**src/rtl/i2c_cfg_pkg.sv**
```systemverilog
// Package: types and constants shared by the configuration slave.
// Assumes the bus is sampled by a clock much faster than SCL.
package i2c_cfg_pkg;

    // Fixed upper nibble of the device address.
    localparam logic [3:0] DEV_ID = 4'b1011;

    // Bits per byte on the bus.
    localparam logic [3:0] BYTE_BITS = 4'd8;

    // Byte engine states.
    typedef enum logic [3:0] {
        ST_IDLE,
        ST_ADDR,
        ST_ADDR_ACK,
        ST_REG,
        ST_REG_ACK,
        ST_WDATA,
        ST_WDATA_ACK,
        ST_RDATA,
        ST_RDATA_ACK
    } slv_state_t;

endpackage

```
**src/rtl/i2c_line_sync.sv**
```systemverilog
// Bus line sampler: synchronizes SCL and SDA into the clock domain and
// derives SCL edges plus START and STOP events from the synchronized values.
// Assumes STAGES >= 2 and SCL phases several clocks long.
module i2c_line_sync #(
    parameter int STAGES = 2
) (
    input  logic clk,
    input  logic rst_n,
    input  logic scl_i,
    input  logic sda_i,
    output logic scl_s,
    output logic sda_s,
    output logic scl_rise,
    output logic scl_fall,
    output logic start_det,
    output logic stop_det
);

    logic [STAGES-1:0] scl_ff;
    logic [STAGES-1:0] sda_ff;
    logic              scl_prev;
    logic              sda_prev;

    // Synchronizer chains; an idle bus reads high.
    always_ff @(posedge clk) begin
        if (!rst_n) begin
            scl_ff <= '1;
            sda_ff <= '1;
        end else begin
            scl_ff <= {scl_ff[STAGES-2:0], scl_i};
            sda_ff <= {sda_ff[STAGES-2:0], sda_i};
        end
    end

    assign scl_s = scl_ff[STAGES-1];
    assign sda_s = sda_ff[STAGES-1];

    // One-cycle history for edge detection.
    always_ff @(posedge clk) begin
        if (!rst_n) begin
            scl_prev <= 1'b1;
            sda_prev <= 1'b1;
        end else begin
            scl_prev <= scl_s;
            sda_prev <= sda_s;
        end
    end

    // Event decode from current and previous samples.
    always_comb begin
        scl_rise  = scl_s & ~scl_prev;
        scl_fall  = ~scl_s & scl_prev;
        start_det = scl_s & scl_prev & sda_prev & ~sda_s;
        stop_det  = scl_s & scl_prev & ~sda_prev & sda_s;
    end

endmodule

```
**src/rtl/i2c_cfg_fsm.sv**
```systemverilog
// Byte engine: frames bytes between sampled SCL edges, matches the device
// address, holds the register index, drives ACK and read data on SDA and
// raises write strobes and commit requests. Assumes events come from
// i2c_line_sync and that the index selects rd_data combinationally.
module i2c_cfg_fsm
    import i2c_cfg_pkg::*;
#(
    parameter logic [7:0] PRESC_IDX  = 8'h02,
    parameter logic [7:0] ADDR_IDX   = 8'h08,
    parameter logic [7:0] CMD_COMMIT = 8'hA5
) (
    input  logic       clk,
    input  logic       rst_n,
    input  logic       scl_s,
    input  logic       sda_s,
    input  logic       scl_rise,
    input  logic       scl_fall,
    input  logic       start_det,
    input  logic       stop_det,
    input  logic [2:0] dev_addr,
    input  logic       wr_ctrl,
    input  logic       nv_busy,
    input  logic [7:0] rd_data,
    output logic [7:0] rd_idx,
    output logic       wr_valid,
    output logic [7:0] wr_idx,
    output logic [7:0] wr_data,
    output logic       commit_req,
    output logic       sda_oe
);

    slv_state_t state;
    logic [3:0] bit_cnt;
    logic [7:0] rx_sh;
    logic [6:0] tx_sh;
    logic [7:0] ptr;
    logic       rw;
    logic       addr_match;
    logic       ptr_impl;

    // Address compare and implemented-index decode.
    always_comb begin
        addr_match = (rx_sh[7:1] == {DEV_ID, dev_addr});
        ptr_impl   = (ptr == PRESC_IDX) || (ptr == ADDR_IDX);
    end

    assign rd_idx = ptr;

    // Protocol sequencing, one SCL event at a time.
    always_ff @(posedge clk) begin
        if (!rst_n) begin
            state      <= ST_IDLE;
            bit_cnt    <= '0;
            rx_sh      <= '0;
            tx_sh      <= '0;
            ptr        <= '0;
            rw         <= 1'b0;
            sda_oe     <= 1'b0;
            wr_valid   <= 1'b0;
            wr_idx     <= '0;
            wr_data    <= '0;
            commit_req <= 1'b0;
        end else begin
            wr_valid   <= 1'b0;
            commit_req <= 1'b0;
            if (start_det) begin
                state   <= ST_ADDR;
                bit_cnt <= '0;
                sda_oe  <= 1'b0;
            end else if (stop_det) begin
                state  <= ST_IDLE;
                sda_oe <= 1'b0;
            end else begin
                case (state)
                    ST_ADDR, ST_REG, ST_WDATA: begin
                        if (scl_rise) begin
                            rx_sh   <= {rx_sh[6:0], sda_s};
                            bit_cnt <= bit_cnt + 4'd1;
                        end else if (scl_fall && bit_cnt == BYTE_BITS) begin
                            if (nv_busy) begin
                                state <= ST_IDLE;
                            end else if (state == ST_ADDR) begin
                                if (addr_match) begin
                                    sda_oe <= 1'b1;
                                    rw     <= rx_sh[0];
                                    state  <= ST_ADDR_ACK;
                                end else begin
                                    state <= ST_IDLE;
                                end
                            end else if (state == ST_REG) begin
                                ptr    <= rx_sh;
                                sda_oe <= 1'b1;
                                state  <= ST_REG_ACK;
                                if (rx_sh == CMD_COMMIT) commit_req <= 1'b1;
                            end else begin
                                wr_valid <= 1'b1;
                                wr_idx   <= ptr;
                                wr_data  <= rx_sh;
                                ptr      <= ptr + 8'd1;
                                sda_oe   <= 1'b1;
                                state    <= ST_WDATA_ACK;
                                if (ptr_impl && (ptr == ADDR_IDX || !wr_ctrl))
                                    commit_req <= 1'b1;
                            end
                        end
                    end
                    ST_ADDR_ACK: begin
                        if (scl_fall) begin
                            bit_cnt <= '0;
                            if (rw) begin
                                tx_sh  <= rd_data[6:0];
                                sda_oe <= ~rd_data[7];
                                state  <= ST_RDATA;
                            end else begin
                                sda_oe <= 1'b0;
                                state  <= ST_REG;
                            end
                        end
                    end
                    ST_REG_ACK, ST_WDATA_ACK: begin
                        if (scl_fall) begin
                            bit_cnt <= '0;
                            sda_oe  <= 1'b0;
                            state   <= ST_WDATA;
                        end
                    end
                    ST_RDATA: begin
                        if (scl_rise) begin
                            bit_cnt <= bit_cnt + 4'd1;
                        end else if (scl_fall) begin
                            if (bit_cnt == BYTE_BITS) begin
                                sda_oe <= 1'b0;
                                ptr    <= ptr + 8'd1;
                                state  <= ST_RDATA_ACK;
                            end else begin
                                sda_oe <= ~tx_sh[6];
                                tx_sh  <= {tx_sh[5:0], 1'b0};
                            end
                        end
                    end
                    ST_RDATA_ACK: begin
                        if (scl_rise && sda_s) begin
                            state <= ST_IDLE;
                        end else if (scl_fall) begin
                            bit_cnt <= '0;
                            tx_sh   <= rd_data[6:0];
                            sda_oe  <= ~rd_data[7];
                            state   <= ST_RDATA;
                        end
                    end
                    default: state <= ST_IDLE;
                endcase
            end
        end
    end

    // a STOP leaves the engine idle and the line released.
    p_stop_idle_r1: assert property (@(posedge clk) disable iff (!rst_n)
        stop_det |=> (state == ST_IDLE && !sda_oe));

    // the slave moves SDA only while SCL is low.
    p_sda_change_low_r1: assert property (@(posedge clk) disable iff (!rst_n)
        !$stable(sda_oe) |-> !scl_s);

    // a host NACK makes the slave let go of SDA.
    p_nack_release_r4: assert property (@(posedge clk) disable iff (!rst_n)
        (state == ST_RDATA_ACK && scl_rise && sda_s) |=> !sda_oe);

    // no address acknowledge while the store is busy.
    p_busy_nack_r10: assert property (@(posedge clk) disable iff (!rst_n)
        (state == ST_ADDR && scl_fall && bit_cnt == BYTE_BITS && nv_busy) |=> !sda_oe);

endmodule

```
**src/rtl/cfg_regfile.sv**
```systemverilog
// Register bank: holds the prescaler and address registers, serves reads
// by index and decodes the register fields onto outputs. Assumes one write
// strobe per data byte; unimplemented indices read as zero.
module cfg_regfile #(
    parameter logic [7:0] PRESC_IDX = 8'h02,
    parameter logic [7:0] ADDR_IDX  = 8'h08,
    parameter logic [5:0] PRESC_RST = 6'h00,
    parameter logic [3:0] ADDR_RST  = 4'h0,
    parameter int         MAX_EXP   = 8
) (
    input  logic       clk,
    input  logic       rst_n,
    input  logic       wr_valid,
    input  logic [7:0] wr_idx,
    input  logic [7:0] wr_data,
    input  logic [7:0] rd_idx,
    output logic [7:0] rd_data,
    output logic       out_drive_low,
    output logic       dither_narrow,
    output logic [3:0] div_exp,
    output logic       wr_ctrl,
    output logic [2:0] dev_addr
);

    localparam logic [3:0] EXP_CAP = 4'(MAX_EXP);

    logic [5:0] presc_q;
    logic [3:0] addr_q;
    logic       unused_hi;

    assign unused_hi = ^wr_data[7:6];

    // Indexed register writes.
    always_ff @(posedge clk) begin
        if (!rst_n) begin
            presc_q <= PRESC_RST;
            addr_q  <= ADDR_RST;
        end else if (wr_valid) begin
            if (wr_idx == PRESC_IDX) presc_q <= wr_data[5:0];
            if (wr_idx == ADDR_IDX)  addr_q  <= wr_data[3:0];
        end
    end

    // Read mux; anything unmapped returns zero.
    always_comb begin
        if (rd_idx == PRESC_IDX)     rd_data = {2'b00, presc_q};
        else if (rd_idx == ADDR_IDX) rd_data = {4'h0, addr_q};
        else                         rd_data = 8'h00;
    end

    // Field decode with saturating exponent.
    always_comb begin
        out_drive_low = presc_q[5];
        dither_narrow = presc_q[4];
        div_exp       = (presc_q[3:0] > EXP_CAP) ? EXP_CAP : presc_q[3:0];
        wr_ctrl       = addr_q[3];
        dev_addr      = addr_q[2:0];
    end

    // the prescaler holds its value between write strobes.
    p_presc_hold_r5: assert property (@(posedge clk) disable iff (!rst_n)
        !wr_valid |=> $stable(presc_q));

endmodule

```
**src/rtl/nv_commit_timer.sv**
```systemverilog
// Store model: a commit request starts a down-counter, and busy is shown
// for exactly COMMIT_CYCLES cycles. Assumes requests arrive only while idle.
module nv_commit_timer #(
    parameter int COMMIT_CYCLES = 2500
) (
    input  logic clk,
    input  logic rst_n,
    input  logic commit_req,
    output logic busy
);

    localparam int CW = $clog2(COMMIT_CYCLES + 1);
    localparam logic [CW-1:0] LOAD = CW'(COMMIT_CYCLES);

    logic [CW-1:0] remain;

    // Load on request, count down to zero otherwise.
    always_ff @(posedge clk) begin
        if (!rst_n)               remain <= '0;
        else if (commit_req)      remain <= LOAD;
        else if (remain != '0)    remain <= remain - 1'b1;
    end

    assign busy = (remain != '0);

    // the byte engine never requests while the store is busy.
    p_req_when_idle_r10: assert property (@(posedge clk) disable iff (!rst_n)
        commit_req |-> !busy);

    // busy follows every request.
    p_busy_follows_r10: assert property (@(posedge clk) disable iff (!rst_n)
        commit_req |=> busy);

endmodule

```
**src/rtl/i2c_cfg_regbank.sv**
```systemverilog
// Top: two-wire configuration slave with commit policy and store busy model.
// Assumes an external open-drain pad: sda_oe=1 pulls the line low.
module i2c_cfg_regbank #(
    parameter int         SYNC_STAGES   = 2,
    parameter int         COMMIT_CYCLES = 2500,
    parameter logic [7:0] PRESC_IDX     = 8'h02,
    parameter logic [7:0] ADDR_IDX      = 8'h08,
    parameter logic [7:0] CMD_COMMIT    = 8'hA5
) (
    input  logic       clk,
    input  logic       rst_n,
    input  logic       scl_i,
    input  logic       sda_i,
    output logic       sda_oe,
    output logic       out_drive_low,
    output logic       dither_narrow,
    output logic [3:0] div_exp,
    output logic       wr_ctrl,
    output logic [2:0] dev_addr,
    output logic       nv_commit,
    output logic       nv_busy
);

    logic       scl_s, sda_s, scl_rise, scl_fall, start_det, stop_det;
    logic [7:0] rd_idx, rd_data, wr_idx, wr_data;
    logic       wr_valid;

    i2c_line_sync #(.STAGES(SYNC_STAGES)) u_sync (
        .clk(clk), .rst_n(rst_n), .scl_i(scl_i), .sda_i(sda_i),
        .scl_s(scl_s), .sda_s(sda_s), .scl_rise(scl_rise), .scl_fall(scl_fall),
        .start_det(start_det), .stop_det(stop_det)
    );

    i2c_cfg_fsm #(.PRESC_IDX(PRESC_IDX), .ADDR_IDX(ADDR_IDX), .CMD_COMMIT(CMD_COMMIT)) u_fsm (
        .clk(clk), .rst_n(rst_n), .scl_s(scl_s), .sda_s(sda_s),
        .scl_rise(scl_rise), .scl_fall(scl_fall),
        .start_det(start_det), .stop_det(stop_det),
        .dev_addr(dev_addr), .wr_ctrl(wr_ctrl), .nv_busy(nv_busy),
        .rd_data(rd_data), .rd_idx(rd_idx),
        .wr_valid(wr_valid), .wr_idx(wr_idx), .wr_data(wr_data),
        .commit_req(nv_commit), .sda_oe(sda_oe)
    );

    cfg_regfile #(.PRESC_IDX(PRESC_IDX), .ADDR_IDX(ADDR_IDX)) u_regs (
        .clk(clk), .rst_n(rst_n),
        .wr_valid(wr_valid), .wr_idx(wr_idx), .wr_data(wr_data),
        .rd_idx(rd_idx), .rd_data(rd_data),
        .out_drive_low(out_drive_low), .dither_narrow(dither_narrow),
        .div_exp(div_exp), .wr_ctrl(wr_ctrl), .dev_addr(dev_addr)
    );

    nv_commit_timer #(.COMMIT_CYCLES(COMMIT_CYCLES)) u_nv (
        .clk(clk), .rst_n(rst_n), .commit_req(nv_commit), .busy(nv_busy)
    );

endmodule

```
**config.mk**
```make
export PLATFORM = sky130hd
export DESIGN_NAME = i2c_cfg_regbank
export DESIGN_NICKNAME = d
export VERILOG_FILES = /design/src/rtl/i2c_cfg_pkg.sv /design/src/rtl/i2c_line_sync.sv /design/src/rtl/i2c_cfg_fsm.sv /design/src/rtl/cfg_regfile.sv /design/src/rtl/nv_commit_timer.sv /design/src/rtl/i2c_cfg_regbank.sv
export SDC_FILE = /design/constraint.sdc
export NUM_CORES = 1
export LEC_CHECK = 0
export ABC_CLOCK_PERIOD_IN_PS = 6500
export BUFFER_PORTS_ARGS = -buffer_cell sky130_fd_sc_hd__clkbuf_2
export CAP_MARGIN = 5
export CORE_ASPECT_RATIO = 1.4
export CORE_MARGIN = 2
export CORE_UTILIZATION = 32
export CTS_BUF_LIST = sky130_fd_sc_hd__clkbuf_8
export CTS_CLUSTER_DIAMETER = 30
export DETAILED_ROUTE_END_ITERATION = 6
export GPL_TIMING_DRIVEN = 0
export PLACE_DENSITY = 0.59
export SLEW_MARGIN = 20
export SYNTH_ARGS = -nofsm -noshare
export SYNTH_HDL_FRONTEND = slang
export SYNTH_SLANG_ARGS = --single-unit
```
**constraint.sdc**
```tcl
create_clock -name clk -period 6.5 [get_ports clk]
set_clock_uncertainty 0.1 [all_clocks]
set_input_delay 1.625 -clock clk [delete_from_list [all_inputs] [get_ports clk]]
set_output_delay 1.625 -clock clk [all_outputs]
set_load 0.01 [all_outputs]
```
==> results by group <==
Global routing
  – First-pass GRT wire length: 16550 um
  – Antenna violations before repair: 0
  – Largest net degree at the start of global routing: 14
  – Grt total ovfl: 0
  – Number of global-route vias before repair: 3303
  – GRT Total Usage: 16.53%

Run
  – Max-cap violation count: 0

Final layout
  – Filler cell count: 1242
  – Area growth, synth to finish: 12.37%
  – Multi-input gate area: 2140 sq um
  – Commonest non-fill, non-tap cells in the layout: dfxtp_1, nor2_1, nand2_1, mux2i_1, a21oi_1
  – Final Util: 36.64%
  – Reg area: 1541 sq um
  – Diodes inserted: 0
  – Final nets: 488
  – Share of post-route cells with drive strength above 1: 8.506%
  – Commonest non-fill, non-tap cell in the layout: dfxtp_1
  – Design area: 4309 sq um

Placement
  – DP Wirelength: 7518 um
  – DP Area: 4099 sq um
  – RePlAce Congestion: 0.8711
  – Port Buffers: 16

Clock tree
  – CTS H-Tree Depth: 3
  – Worst-skew pair later-pin latency: 0.35 ns
  – Clock-pin transition on the worst setup and hold timing paths: 0.08 ns
  – CTS tree: done
  – Clk sinks: 77
  – Post-CTS setup buffer count: 0
  – Total CTS buffers: 9
  – Post_cts resized: 0
  – Clock root cell: clkbuf_8
  – # hold bufs at CTS: 0
  – Max clock buf depth: 2

Drt
  – # DRC: 0
  – Initial DRC count: 259
  – Antenna viol nets, final: 0
  – Post-Route WL: 10100 um
  – DR pass1 iterations: 4
  – WL/cell: 16.06 um
  – Via count: 3436
  – Vias per cell: 5.463

Synth
  – Post-synthesis cell area: 3835 sq um
  – Synth area leaders: dfxtp_1, mux2i_1, nor2_1, a21oi_1, nand2_1
  – Yosys Warn Count: 0
  – Synth Instances: 450
  – Post-synth EDFFs: 0
  – FF+latch count, synth: 77
  – Async SR Flop Fraction: 0%
  – Dominant synthesized flop cell: dfxtp_1
  – Mapped Nets: 461
  – Syn_area_per_cell: 8.522 sq um
  – Yosys cell types: 56
  – Post-synthesis sequential area ratio: 40.20%
  – Share of the synthesized area in the top cell type: 40.20%
  – Cell taking the most area after synthesis: dfxtp_1

Timing
  – Max Fclk: 288.0 MHz
  – Final slew viol count: 0
  – RSZ-0062 raised after global routing: false
  – Max-Slew Margin vs Limit: 37.57%
  – Final setup violation count: 0
  – Setup_tns: 0 ns
  – Tmin final: 3.472 ns
  – Hold Violations, Final: 0
  – Worst slew pin tran: 0.9293 ns
  – Fin crit share: 53.42%

Setup path
  – Crit path max fanout: 10
  – Crit path depth: 4
  – Critical path, cell by cell: nor4_4 > and4_4 > inv_4 > clkbuf_2
  – CP bufs+invs: 2
  – Crit-path slowest cell: nor4_4
  – Worst stage delay on the critical path: 0.47 ns
  – R2R cell count: 6
  – Reg2Reg Setup Slack: 3.88 ns
  – Critical setup path kind: reg2out
  – Worst Path Arrival: 1.75 ns
  – CP required: 4.78 ns
  – Critical Path Sink Type: output pin
  – Startpoint types: register
  – Crit-path leading delay family: simple AND/OR/NAND/NOR gates

Floorplan
  – Initial Util: 32.61%
  – Die Wd: 96.52 um
  – IO Count: 17
  – Num rows: 47
  – Die height: 133.5 um
  – Core area: 11760 sq um
  – Full die area: 12890 sq um

Power
  – Lkg Pwr: 1.569 nW
  – Max IR drop VDD: 0.00009005 V
  – Power per cell area: 343.1 nW/um^2

Run status
  – Status: complete, no violations

Min path
  – Hold Crit Class: reg2reg
  – Hold path depth: 1
==> through the flow <==
| stage | setup slack, ns | hold slack [ns] | total power [mW] | instances |
|---|---|---|---|---|
| detailed placement | 3.218 | 0.3049 | 1.104 | 613 |
| global route | 2.917 | 0.3414 | 1.577 | 629 |
| global placement | 3.186 | 0.2997 | 1.099 | 613 |
| floorplan | 3.665 | 0.2863 | 0.9861 | 450 |
| CTS | 2.997 | 0.3253 | 1.486 | 629 |
| finish | 3.028 | 0.3226 | 1.478 | 629 |
==> kinds of logic (layout without fill, tap and decap cells) <==
group	count (synthesis)	in the layout	share of synthesized area (%)
muxes	30	30	7.830
xor gates and xnor gates	13	13	2.969
and+or+nand+nor	197	197	27.05
buffers and inverters	38	70	4.013
adders and majority gates	7	7	2.284
AOI/OAI and AO/OA	88	88	15.66
DFF	77	77	40.20
==> final cells by class <==
type | instances | share of cell area, %
clock inverter | 5 | 1.365
timing repair buffer | 16 | 1.858
inverter | 12 | 1.103
tap | 147 | 4.268
buffer | 26 | 2.468
sequential | 77 | 35.77
multi-input combinational | 335 | 49.65
clock buffer | 11 | 3.513
==> worst register-to-register path, cell delays in order, from the launching register on <==
cell      delay (ns)
dfxtp_1         0.32
clkbuf_1        0.38
clkbuf_1        0.43
inv_1           0.25
a211oi_2        0.56
o21ai_0         0.19
a32o_1          0.29
==> path summary, 6_finish.rpt <==
kind	startpoint	end
worst max-delay path	u_nv.remain[2]	nv_busy
worst min register to register	u_sync.sda_ff[0]	u_sync.sda_ff[1]
worst max register to register	u_fsm.state[1]	u_fsm.rd_idx[2]
worst min-delay path	u_sync.sda_ff[0]	u_sync.sda_ff[1]
==> where the power goes <==
part	leakage (nW)	switching, mW	internal (mW)
Combinational	0.843	0.324	0.202
Sequential	0.625	0.0491	0.525
Clock	0.102	0.180	0.198
Total	1.57	0.553	0.925
==> cells in the mapped netlist, types with 3 or more instances <==
| cell | number |
|---|---|
| nor3b_1 | 3 |
| nand2b_1 | 13 |
| nor2b_1 | 9 |
| o2bb2ai_1 | 3 |
| a21oi_1 | 28 |
| dfxtp_1 | 77 |
| o32ai_1 | 5 |
| a311oi_1 | 3 |
| nand4_1 | 6 |
| inv_1 | 11 |
| nand3b_1 | 7 |
| nor2_1 | 55 |
| a2111oi_0 | 3 |
| xor2_1 | 8 |
| nand2_1 | 37 |
| xnor2_1 | 5 |
| a41oi_1 | 3 |
| nor3_1 | 15 |
| mux2i_1 | 30 |
| o21ai_0 | 14 |
| nor4_1 | 5 |
| nand4b_1 | 3 |
| a211oi_1 | 4 |
| o31ai_1 | 3 |
| ha_1 | 7 |
| a221o_1 | 3 |
| a31oi_1 | 4 |
| and3_1 | 4 |
| nand3_1 | 24 |
| and4b_1 | 3 |
| clkbuf_1 | 24 |
==> per-layer routing <==
| metal | up-vias | GRT usage (%) | routed length (um) |
|---|---|---|---|
| li1 | 1682 | - | - |
| met1 | 1625 | 20.13 | 4052 |
| met2 | 100 | 27.08 | 5179 |
| met3 | 29 | 2.885 | 459 |
| met4 | 0 | 9.077 | 410 |
| met5 | - | 0 | 0 |
==> flip-flops by register name, indices dropped and copies added (netlist names) <==
signal	cells
u_fsm.bit_cnt	4
u_fsm.commit_req	1
u_fsm.rd_idx	8
u_fsm.rw	1
u_fsm.rx_sh	8
u_fsm.sda_oe	1
u_fsm.state	4
u_fsm.tx_sh	7
u_fsm.wr_data	6
u_fsm.wr_idx	8
u_fsm.wr_valid	1
u_nv.remain	12
u_regs.addr_q	4
u_regs.presc_q	6
u_sync.scl_ff	2
u_sync.scl_prev	1
u_sync.sda_ff	2
u_sync.sda_prev	1
No activity file was read; power rests on OpenSTA's default activity.
